**src/rtl/irq_autovec_pkg.sv**
```systemverilog
package irq_autovec_pkg;

   // Source index map; priority falls as the index rises
   localparam int SRC_FRAME      = 0;
   localparam int SRC_SETUP_DATA = 1;
   localparam int SRC_SETUP_TOK  = 2;
   localparam int SRC_BUS_RESET  = 3;
   localparam int SRC_SUSPEND    = 4;
   localparam int SRC_EP_BASE    = 5;
   localparam int NUM_EP         = 16;
   localparam int NUM_SRC_DFLT   = SRC_EP_BASE + NUM_EP;

   // Priority encoder build variants
   typedef enum logic [0:0] {
      ENC_LINEAR = 1'b0,
      ENC_SPLIT  = 1'b1
   } enc_style_e;

endpackage

```
**src/rtl/irq_flag_bank.sv**
```systemverilog
module irq_flag_bank #(
   parameter int N = 21
) (
   input  logic         clk,
   input  logic         rst_n,
   input  logic [N-1:0] set_i,
   input  logic         clr_wr_i,
   input  logic [N-1:0] clr_mask_i,
   output logic [N-1:0] flags_o
);

   generate
      if (N < 1) begin : g_bad_n
         $error("irq_flag_bank: N must be at least 1");
      end
   endgenerate

   // One sticky bit per source; a set in the same cycle beats a clear
   for (genvar i = 0; i < N; i++) begin : g_flag
      logic bit_q;
      always_ff @(posedge clk or negedge rst_n) begin
         if (!rst_n) begin
            bit_q <= 1'b0;
         end else if (set_i[i]) begin
            bit_q <= 1'b1;
         end else if (clr_wr_i && clr_mask_i[i]) begin
            bit_q <= 1'b0;
         end
      end
      assign flags_o[i] = bit_q;
   end

endmodule

```
**src/rtl/irq_prio_enc.sv**
```systemverilog
module irq_prio_enc
   import irq_autovec_pkg::*;
#(
   parameter int         N     = 21,
   parameter int         IDX_W = (N > 1) ? $clog2(N) : 1,
   parameter enc_style_e STYLE = ENC_LINEAR
) (
   input  logic [N-1:0]     req_i,
   output logic             any_o,
   output logic [IDX_W-1:0] idx_o
);

   localparam int LO_N = N / 2;
   localparam int HI_N = N - LO_N;

   generate
      if (N < 2) begin : g_bad_n
         $error("irq_prio_enc: N must be at least 2");
      end
      if ((1 << IDX_W) < N) begin : g_bad_w
         $error("irq_prio_enc: IDX_W too narrow for N");
      end
   endgenerate

   generate
      if (STYLE == ENC_LINEAR) begin : g_linear
         // Downward scan so the lowest set index is written last
         always_comb begin
            any_o = 1'b0;
            idx_o = '0;
            for (int i = N - 1; i >= 0; i--) begin
               if (req_i[i]) begin
                  any_o = 1'b1;
                  idx_o = IDX_W'(i);
               end
            end
         end
      end else begin : g_split
         // Two shallower halves; the lower half wins when it has a request
         logic             lo_any, hi_any;
         logic [IDX_W-1:0] lo_idx, hi_idx;

         always_comb begin
            lo_any = 1'b0;
            lo_idx = '0;
            for (int i = LO_N - 1; i >= 0; i--) begin
               if (req_i[i]) begin
                  lo_any = 1'b1;
                  lo_idx = IDX_W'(i);
               end
            end
         end

         always_comb begin
            hi_any = 1'b0;
            hi_idx = '0;
            for (int i = HI_N - 1; i >= 0; i--) begin
               if (req_i[LO_N + i]) begin
                  hi_any = 1'b1;
                  hi_idx = IDX_W'(LO_N + i);
               end
            end
         end

         assign any_o = lo_any | hi_any;
         assign idx_o = lo_any ? lo_idx : hi_idx;
      end
   endgenerate

endmodule

```
**src/rtl/irq_vec_capture.sv**
```systemverilog
module irq_vec_capture #(
   parameter int                ADDR_W  = 16,
   parameter int                IDX_W   = 5,
   parameter logic [ADDR_W-1:0] OP_ADDR = 'h43,
   parameter logic [ADDR_W-1:0] LO_ADDR = 'h45
) (
   input  logic              clk,
   input  logic              rst_n,
   input  logic              fetch_valid_i,
   input  logic [ADDR_W-1:0] fetch_addr_i,
   input  logic              any_i,
   input  logic [IDX_W-1:0]  idx_i,
   output logic              held_valid_o,
   output logic [IDX_W-1:0]  held_idx_o
);

   generate
      if (OP_ADDR == LO_ADDR) begin : g_bad_addr
         $error("irq_vec_capture: opcode and low-byte addresses must differ");
      end
   endgenerate

   logic op_hit, lo_hit;
   assign op_hit = fetch_valid_i && (fetch_addr_i == OP_ADDR);
   assign lo_hit = fetch_valid_i && (fetch_addr_i == LO_ADDR);

   // The index is held until the next opcode fetch; the valid bit is
   // consumed by the low-byte fetch that uses it
   always_ff @(posedge clk or negedge rst_n) begin
      if (!rst_n) begin
         held_valid_o <= 1'b0;
         held_idx_o   <= '0;
      end else if (op_hit) begin
         held_valid_o <= any_i;
         held_idx_o   <= idx_i;
      end else if (lo_hit) begin
         held_valid_o <= 1'b0;
      end
   end

endmodule

```
**src/rtl/irq_fetch_mux.sv**
```systemverilog
module irq_fetch_mux #(
   parameter int                ADDR_W  = 16,
   parameter int                DATA_W  = 8,
   parameter int                IDX_W   = 5,
   parameter int                STRIDE  = 4,
   parameter logic [ADDR_W-1:0] LO_ADDR = 'h45
) (
   input  logic              autovec_en_i,
   input  logic              fetch_valid_i,
   input  logic [ADDR_W-1:0] fetch_addr_i,
   input  logic [DATA_W-1:0] mem_rdata_i,
   input  logic              held_valid_i,
   input  logic [IDX_W-1:0]  held_idx_i,
   output logic [DATA_W-1:0] cpu_rdata_o
);

   localparam int SHIFT   = (STRIDE > 1) ? $clog2(STRIDE) : 0;
   localparam bit IS_POW2 = ((1 << SHIFT) == STRIDE);

   generate
      if (STRIDE < 1) begin : g_bad_stride
         $error("irq_fetch_mux: STRIDE must be positive");
      end
   endgenerate

   logic [DATA_W-1:0] code;

   generate
      if (IS_POW2) begin : g_shift
         // Power-of-two stride: the code is just the index shifted up
         assign code = DATA_W'(held_idx_i) << SHIFT;
      end else begin : g_mul
         assign code = DATA_W'(int'(held_idx_i) * STRIDE);
      end
   endgenerate

   logic swap;
   assign swap = autovec_en_i && fetch_valid_i && held_valid_i &&
                 (fetch_addr_i == LO_ADDR);

   assign cpu_rdata_o = swap ? code : mem_rdata_i;

endmodule

```
**src/rtl/irq_autovec.sv**
```systemverilog
module irq_autovec
   import irq_autovec_pkg::*;
#(
   parameter int                NUM_SRC     = NUM_SRC_DFLT,
   parameter int                ADDR_W      = 16,
   parameter int                DATA_W      = 8,
   parameter int                STRIDE      = 4,
   parameter logic [ADDR_W-1:0] VEC_LO_ADDR = 'h45,
   parameter enc_style_e        ENC_STYLE   = ENC_LINEAR
) (
   input  logic               clk,
   input  logic               rst_n,
   input  logic [NUM_SRC-1:0] src_pulse,
   input  logic [NUM_SRC-1:0] src_en,
   input  logic               clr_wr,
   input  logic [NUM_SRC-1:0] clr_mask,
   input  logic               autovec_en,
   input  logic               fetch_valid,
   input  logic [ADDR_W-1:0]  fetch_addr,
   input  logic [DATA_W-1:0]  mem_rdata,
   output logic [DATA_W-1:0]  cpu_rdata,
   output logic               irq_out,
   output logic [NUM_SRC-1:0] flags_o
);

   localparam int                IDX_W       = (NUM_SRC > 1) ? $clog2(NUM_SRC) : 1;
   localparam logic [ADDR_W-1:0] VEC_OP_ADDR = VEC_LO_ADDR - ADDR_W'(2);

   // Elaboration-time parameter checks
   generate
      if (NUM_SRC < 2) begin : g_bad_src
         $error("irq_autovec: NUM_SRC must be at least 2");
      end
      if ((NUM_SRC - 1) * STRIDE >= (1 << DATA_W)) begin : g_bad_range
         $error("irq_autovec: largest code does not fit in DATA_W");
      end
      if (VEC_LO_ADDR < 2) begin : g_bad_vec
         $error("irq_autovec: VEC_LO_ADDR must leave room for the opcode");
      end
   endgenerate

   logic [NUM_SRC-1:0] flags;
   logic [NUM_SRC-1:0] pending;
   logic               win_any;
   logic [IDX_W-1:0]   win_idx;
   logic               held_valid;
   logic [IDX_W-1:0]   held_idx;

   irq_flag_bank #(.N(NUM_SRC)) u_flags (
      .clk        (clk),
      .rst_n      (rst_n),
      .set_i      (src_pulse),
      .clr_wr_i   (clr_wr),
      .clr_mask_i (clr_mask),
      .flags_o    (flags)
   );

   assign pending = flags & src_en;
   assign irq_out = |pending;
   assign flags_o = flags;

   irq_prio_enc #(
      .N     (NUM_SRC),
      .IDX_W (IDX_W),
      .STYLE (ENC_STYLE)
   ) u_enc (
      .req_i (pending),
      .any_o (win_any),
      .idx_o (win_idx)
   );

   irq_vec_capture #(
      .ADDR_W  (ADDR_W),
      .IDX_W   (IDX_W),
      .OP_ADDR (VEC_OP_ADDR),
      .LO_ADDR (VEC_LO_ADDR)
   ) u_cap (
      .clk           (clk),
      .rst_n         (rst_n),
      .fetch_valid_i (fetch_valid),
      .fetch_addr_i  (fetch_addr),
      .any_i         (win_any),
      .idx_i         (win_idx),
      .held_valid_o  (held_valid),
      .held_idx_o    (held_idx)
   );

   irq_fetch_mux #(
      .ADDR_W  (ADDR_W),
      .DATA_W  (DATA_W),
      .IDX_W   (IDX_W),
      .STRIDE  (STRIDE),
      .LO_ADDR (VEC_LO_ADDR)
   ) u_mux (
      .autovec_en_i  (autovec_en),
      .fetch_valid_i (fetch_valid),
      .fetch_addr_i  (fetch_addr),
      .mem_rdata_i   (mem_rdata),
      .held_valid_i  (held_valid),
      .held_idx_i    (held_idx),
      .cpu_rdata_o   (cpu_rdata)
   );

endmodule

```
**config.mk**
```make
export PLATFORM = sky130hd
export DESIGN_NAME = irq_autovec
export DESIGN_NICKNAME = d
export VERILOG_FILES = /design/src/rtl/irq_autovec_pkg.sv /design/src/rtl/irq_flag_bank.sv /design/src/rtl/irq_prio_enc.sv /design/src/rtl/irq_vec_capture.sv /design/src/rtl/irq_fetch_mux.sv /design/src/rtl/irq_autovec.sv
export SDC_FILE = /design/constraint.sdc
export NUM_CORES = 1
export LEC_CHECK = 0
export ABC_AREA = 1
export BUFFER_PORTS_ARGS = -buffer_cell sky130_fd_sc_hd__buf_4
export CORE_MARGIN = 2
export CORE_UTILIZATION = 43
export DETAILED_ROUTE_END_ITERATION = 8
export HOLD_SLACK_MARGIN = 0.03
export PLACE_DENSITY = 0.93
export SKIP_CTS_REPAIR_TIMING = 1
export SLEW_MARGIN = 20
export SYNTH_ARGS = -nofsm -noshare
export SYNTH_HDL_FRONTEND = slang
export SYNTH_SLANG_ARGS = --single-unit
```
**constraint.sdc**
```tcl
create_clock -name clk -period 2.15 [get_ports clk]
set_input_delay 0.1075 -clock clk [delete_from_list [all_inputs] [get_ports clk]]
set_output_delay 0.1075 -clock clk [all_outputs]
set_load 0.1 [all_outputs]
```
==> impl_results.md, run 1 <==
- First-pass GRT wire length: 6.93 mm
- Status: finished clean
- Critical path capture point type: output port
- Slew @ Worst Pin: 0.354 ns
- CTS tree: done
- Vias: 1769
- Max-slew violations: 0
- Vias in the first global route: around 1700
- Largest area contributor in the netlist: dfrtp_1
- Top-area cell type share of the netlist area: about two fifths
- CP Data Required Time: 2.04 ns
- VDD IR-drop max: roughly 420 µV
- # setup viols final: 0
- Largest net degree at the start of global routing: 28
- Layout Nets: between 400 and 500
- Top FF cell, synth: dfrtp_1
- Place WS: around 0.52 ns
- Post-synth EDFFs: 0
- Setup ws final: ~0.29 ns
- Fillers: 293
- Ranking of synthesized cells by area: dfrtp_1, nand2_1, a21o_1
- Max Root-Sink Buffers: 2
- Antenna violations before repair: 0
- Reg-to-reg slack, setup: 0.57 ns
- Pre-antenna DRT Iters: 4
- Lkg Pwr: about 1.4 nW
- Post-synthesis adder-cell area fraction: 0%
- Clk sinks: 27
- Worst R2R Start: u_flags.g_flag[19].bit_q
- Residual DRC: 0
- Chip width: around 66 µm
- Power Density: roughly 540 nW/µm²
- Worst R2R End: u_cap.held_idx_o[0]
- Die Height: ~66 µm
- Antenna viol nets, final: 0
- Seq/Total Area, Yosys: 41.2%
- Drt wl/cell: ~12 µm
- Post-Route Setup TNS: 0 ns
- IO Pins: about 120
- Power Total: approximately 1.4 mW
- Crit path launch: u_flags.g_flag[8].bit_q
- Ys async rst share: 100%
- Top post-synthesis cells by count: nand2_1, dfrtp_1, a21o_1, buf_4, nor2_1
- TritonCTS Buffers: 3
- Worst skew pair latency: approximately 0.26 ns
- Global placement routability congestion: ~0.70
- Post-synthesis compound-gate area fraction: 12.7%
- Yosys reg bits: 27
- Cells after Synth: between 200 and 250
- CTS Root Cell: clkbuf_8
- CP cell instances: nand2_1, nand2_1, nor2_1, nand2_1, nor2_1, and3_1, inv_1, nor2_1, inv_1, buf_4
- CTS H-tree lvls: 1
- Clock slew at reported path FFs: 0.09 ns
- Ys Warns: 0
- Max_slew headroom: about three quarters
- Buffers & Inverters on Critical Path: 3
- Tot GR Track Use: 19.9%
- Initial Util: between 40% and 50%
- Hold EP: u_flags.g_flag[9].bit_q
- Max_cap viols: 0
- Clock skew: 0.00341 ns
- Post-Synthesis Net Count: 302
- Startpoint Class: flop
- Unique masters post-synth: 24
- R2R depth: 22
- Synth Area in XOR/XNOR: 0%
- Kind of cell adding the most delay to the critical path: simple AND/OR/NAND/NOR gates
- Worst hold stages: 2
- Most frequent cell after synthesis: nand2_1
- Core Area: 3660 µm²
- Hold Startpoint: src_pulse[9]
- Port Buf Inserts: about 120
- Total die area: 4330 µm²
- Hold Violations, Final: 0
- Slowest cell on crit path: dfrtp_1
- Final min period: 1.86 ns
- Via density: about 4.7
- Simple-gate share of the synthesized area: 29.6%
- WP data arrival: 1.75 ns
- Unrepaired setup endpoints after global routing: no
- Synthesis-to-finish area growth: 62.7%
- Syn_area_per_cell: 7.82 µm²
- GR Overflow Total: 0
- Combinational family with the most area after synthesis: simple AND/OR/NAND/NOR gates
- 1st-iter DRT viols: about 50
- Antenna diodes: 0
- Synth Cell Area: 1640 µm²
- Hpwl dp: about 3.6 mm
- Final WL: between 4 and 5 mm
- CP max FO: 3
- Fin crit share: around 87%
- F_max: 0.537 GHz
- Num rows: 22
- Worst min path class: input port to flop
- WS Path Type: flop to output port
- Worst stage delay on the critical path: 0.41 ns
- Post-synthesis mux area share: around 3.4%
- Share of layout cells above drive strength 1: approximately two fifths
registers in the layout, summed over array words and instances, names as in the netlist:
register / flops
u_cap.held_idx_o: 5
u_cap.held_valid_o: 1
u_flags.g_flag.bit_q: 21
kinds of logic (layout without fill, tap and decap cells):
kind of cell,count (synthesis),count (layout)
AO/OA/AOI/OAI,29,29
buffers and inverters,36,156
flip-flops,27,27
multiplexers,5,5
AND/OR/NAND/NOR,113,113
report_power, final:
part | internal (mW) | switching (mW)
Clock | 0.132 | 0.151
Sequential | 0.534 | 0.0227
Combinational | 0.216 | 0.378
Total | 0.882 | 0.552
per-stage QoR:
stage | cell area (µm²) | cells | util (%) | hold slack, ns
after detailed placement | 2440 | 356 | 66.8 | 0.0451
final | 2670 | 378 | 72.9 | 0.0206
after floorplan | 1640 | 210 | - | -0.188
after global routing | 2670 | 378 | 72.9 | 0.0322
after global placement | 2440 | 356 | 66.8 | 0.0406
after CTS | 2490 | 360 | 68.0 | -0.247
placed cells by master, fill, tap and decap left out, types with 2 or more instances in the layout:
cell type      instances
a21oi_1                2
o21ai_1                2
dlygate4sd3_1         18
buf_4                121
nand4_1                4
dfrtp_1               27
inv_2                  4
and3_1                 2
a21o_1                21
nand2_2                5
clkbuf_8               3
nand3_1                4
mux2_1                 5
nand2_1               81
nor2_1                10
inv_1                  9
nor4_1                 3
layout make-up:
cell class | count | area [µm²] | area share, %
Tap cell | 48 | 60.1 | 2.25
Timing Repair Buffer | 139 | 1090 | 40.8
Inverter | 13 | 48.8 | 1.83
Sequential cell | 27 | 676 | 25.3
Multi-Input combinational cell | 147 | 752 | 28.2
Clock buffer | 4 | 45.0 | 1.69
worst max path at each step:
| stage | end | slack (ns) | depth (start not counted) |
|---|---|---|---|
| after global placement | cpu_rdata[5] | 0.56 | 6 |
| final | irq_out | 0.29 | 10 |
| after floorplan | cpu_rdata[2] | 0.51 | 4 |
| after global routing | irq_out | 0.14 | 10 |
| after detailed placement | cpu_rdata[3] | 0.52 | 6 |
| after CTS | irq_out | 0.26 | 10 |
metal layers:
metal | share of wire (%) | global-route usage (%)
met1 | 39 | 22.8
met2 | 51 | 38.3
met3 | 9.4 | 3.92
met4 | 0.43 | 3.13
met5 | 0 | 0
No activity file was read; power rests on OpenSTA's default activity.
==> run 2: changes to the inputs <==
--- a/config.mk
+++ b/config.mk
@@ -7,6 +7,7 @@
 export LEC_CHECK = 0
 export ABC_AREA = 1
 export BUFFER_PORTS_ARGS = -buffer_cell sky130_fd_sc_hd__buf_4
+export CORE_ASPECT_RATIO = 0.75
 export CORE_MARGIN = 2
 export CORE_UTILIZATION = 43
 export DETAILED_ROUTE_END_ITERATION = 8
==> impl_results.md, run 2 (same netlist as run 1, synthesis figures left out) <==
- R2R depth: 22
- CP max FO: 3
- First-pass GRT wire length: around 6.7 mm
- Tot GR Track Use: approximately a fifth
- Clock slew at reported path FFs: approximately 0.1 ns
- Antenna viol nets, final: 0
- Residual DRC: 0
- Chip width: roughly 75 µm
- Largest net degree at the start of global routing: 28
- Global placement routability congestion: between 0.7 and 0.8
- IO Pins: 122
- CP cell instances: nand2_1, nand2_1, nor2_1, nand2_1, nor2_1, and3_1, inv_1, nor2_1, inv_1, buf_4
- WS Path Type: flop to output port
- Hold Startpoint: src_pulse[16]
- Worst skew pair latency: between 0.2 and 0.3 ns
- Largest register FFs: 21
- Lkg Pwr: about 1.4 nW
- Worst R2R End: u_cap.held_idx_o[0]
- Total die area: ~4300 µm²
- Startpoint Class: flop
- Largest regs: u_flags.g_flag.bit_q x21, u_cap.held_idx_o x5, u_cap.held_valid_o x1
- Vias: approximately 1800
- Place WS: slightly below 0.5 ns
- Post-Route Setup TNS: 0 ns
- Hpwl dp: 3.66 mm
- Most flop-heavy register: u_flags.g_flag.bit_q
- Max-slew violations: 0
- Worst hold stages: 2
- Die Height: roughly 58 µm
- Antenna violations before repair: 0
- CP Data Required Time: approximately 2.0 ns
- Reg-to-reg slack, setup: between 0.5 and 0.6 ns
- Slew @ Worst Pin: 0.341 ns
- Max_cap viols: 0
- Hold Violations, Final: 0
- WP data arrival: between 1.5 and 2 ns
- Final min period: 1.91 ns
- Max Root-Sink Buffers: 2
- Num rows: 19
- Crit path launch: u_flags.g_flag[9].bit_q
- Power Density: ~530 nW/µm²
- # setup viols final: 0
- GR Overflow Total: 0
- FF/Latch Area: around 680 µm²
- Clk sinks: 27
- Fin crit share: 88.9%
- Worst min path class: input port to flop
- Final WL: about 5 mm
- Via density: about 4.7
- Initial Util: around 45%
- Pre-antenna DRT Iters: 4
- Drt wl/cell: roughly 13 µm
- Critical path capture point type: output port
- Core Area: around 3700 µm²
- Worst hold margin: 0.0146 ns
- Area occupied by multi-input gates: roughly 750 µm²
- Unrepaired setup endpoints after global routing: no
- Worst stage delay on the critical path: about 0.41 ns
- Hold EP: u_flags.g_flag[16].bit_q
- Share of layout cells above drive strength 1: 40.8%
- CTS H-tree lvls: 1
- Status: finished clean
- Layout Nets: approximately 430
- Setup ws final: 0.238 ns
- Synthesis-to-finish area growth: 64.9%
- CTS Root Cell: clkbuf_8
- Max_slew headroom: 77.3%
- F_max: ~0.52 GHz
- Clock skew: about 0.011 ns
- Worst R2R Start: u_flags.g_flag[19].bit_q
- Fillers: between 200 and 300
- 1st-iter DRT viols: 67
- Port Buf Inserts: approximately 120
- Antenna diodes: 0
- Commonest cells after routing, fill and taps aside: buf_4, nand2_1, dfrtp_1, a21o_1, dlygate4sd3_1
- Most common cell after layout, fill and taps aside: buf_4
- TritonCTS Buffers: 3
- Vias in the first global route: approximately 1600
- CTS tree: done
- Slowest cell on crit path: dfrtp_1
- VDD IR-drop max: approximately 480 µV
-- run 2: through the flow --
stage	power (mW)	std cells	instance area [µm²]	util, %
floorplan	0.956	210	1640	-
global placement	1.13	360	2450	66.9
detailed placement	1.14	360	2450	66.9
CTS	1.42	364	2500	68.2
global route	1.51	385	2710	73.9
finish	1.45	385	2710	73.9
-- run 2: metal layers --
metal,up-vias,share of wire (%),GRT usage [%]
li1,907,-,-
met1,810,39,23.9
met2,71,51,35.5
met3,6,9.3,6.89
met4,0,1.2,3.01
met5,-,0,0
-- run 2: critical path: cells and delay by family, from the launching register on --
family / cells / cell delay [ns]
buffers and inverters: 3 / 0.32
flip-flops: 1 / 0.41
AND/OR/NAND/NOR: 7 / 0.79
-- run 2: final cells by class --
class                   instances  share of cell area, %
repair buffers                142                   41.3
clock buffers                   3                   1.53
inverters                      13                   1.80
flip-flops and latches         27                   25.0
clock inverters                 1                  0.185
multi-input cells             147                   27.8
well taps                      52                   2.40
-- run 2: power by group --
group | switching (mW) | internal, mW
logic | 0.382 | 0.220
registers | 0.0238 | 0.533
clock network | 0.156 | 0.130
-- run 2: worst max-delay path by stage --
| stage | end |
|---|---|
| floorplan | cpu_rdata[2] |
| global placement | cpu_rdata[2] |
| detailed placement | cpu_rdata[2] |
| CTS | irq_out |
| global route | irq_out |
| finish | irq_out |
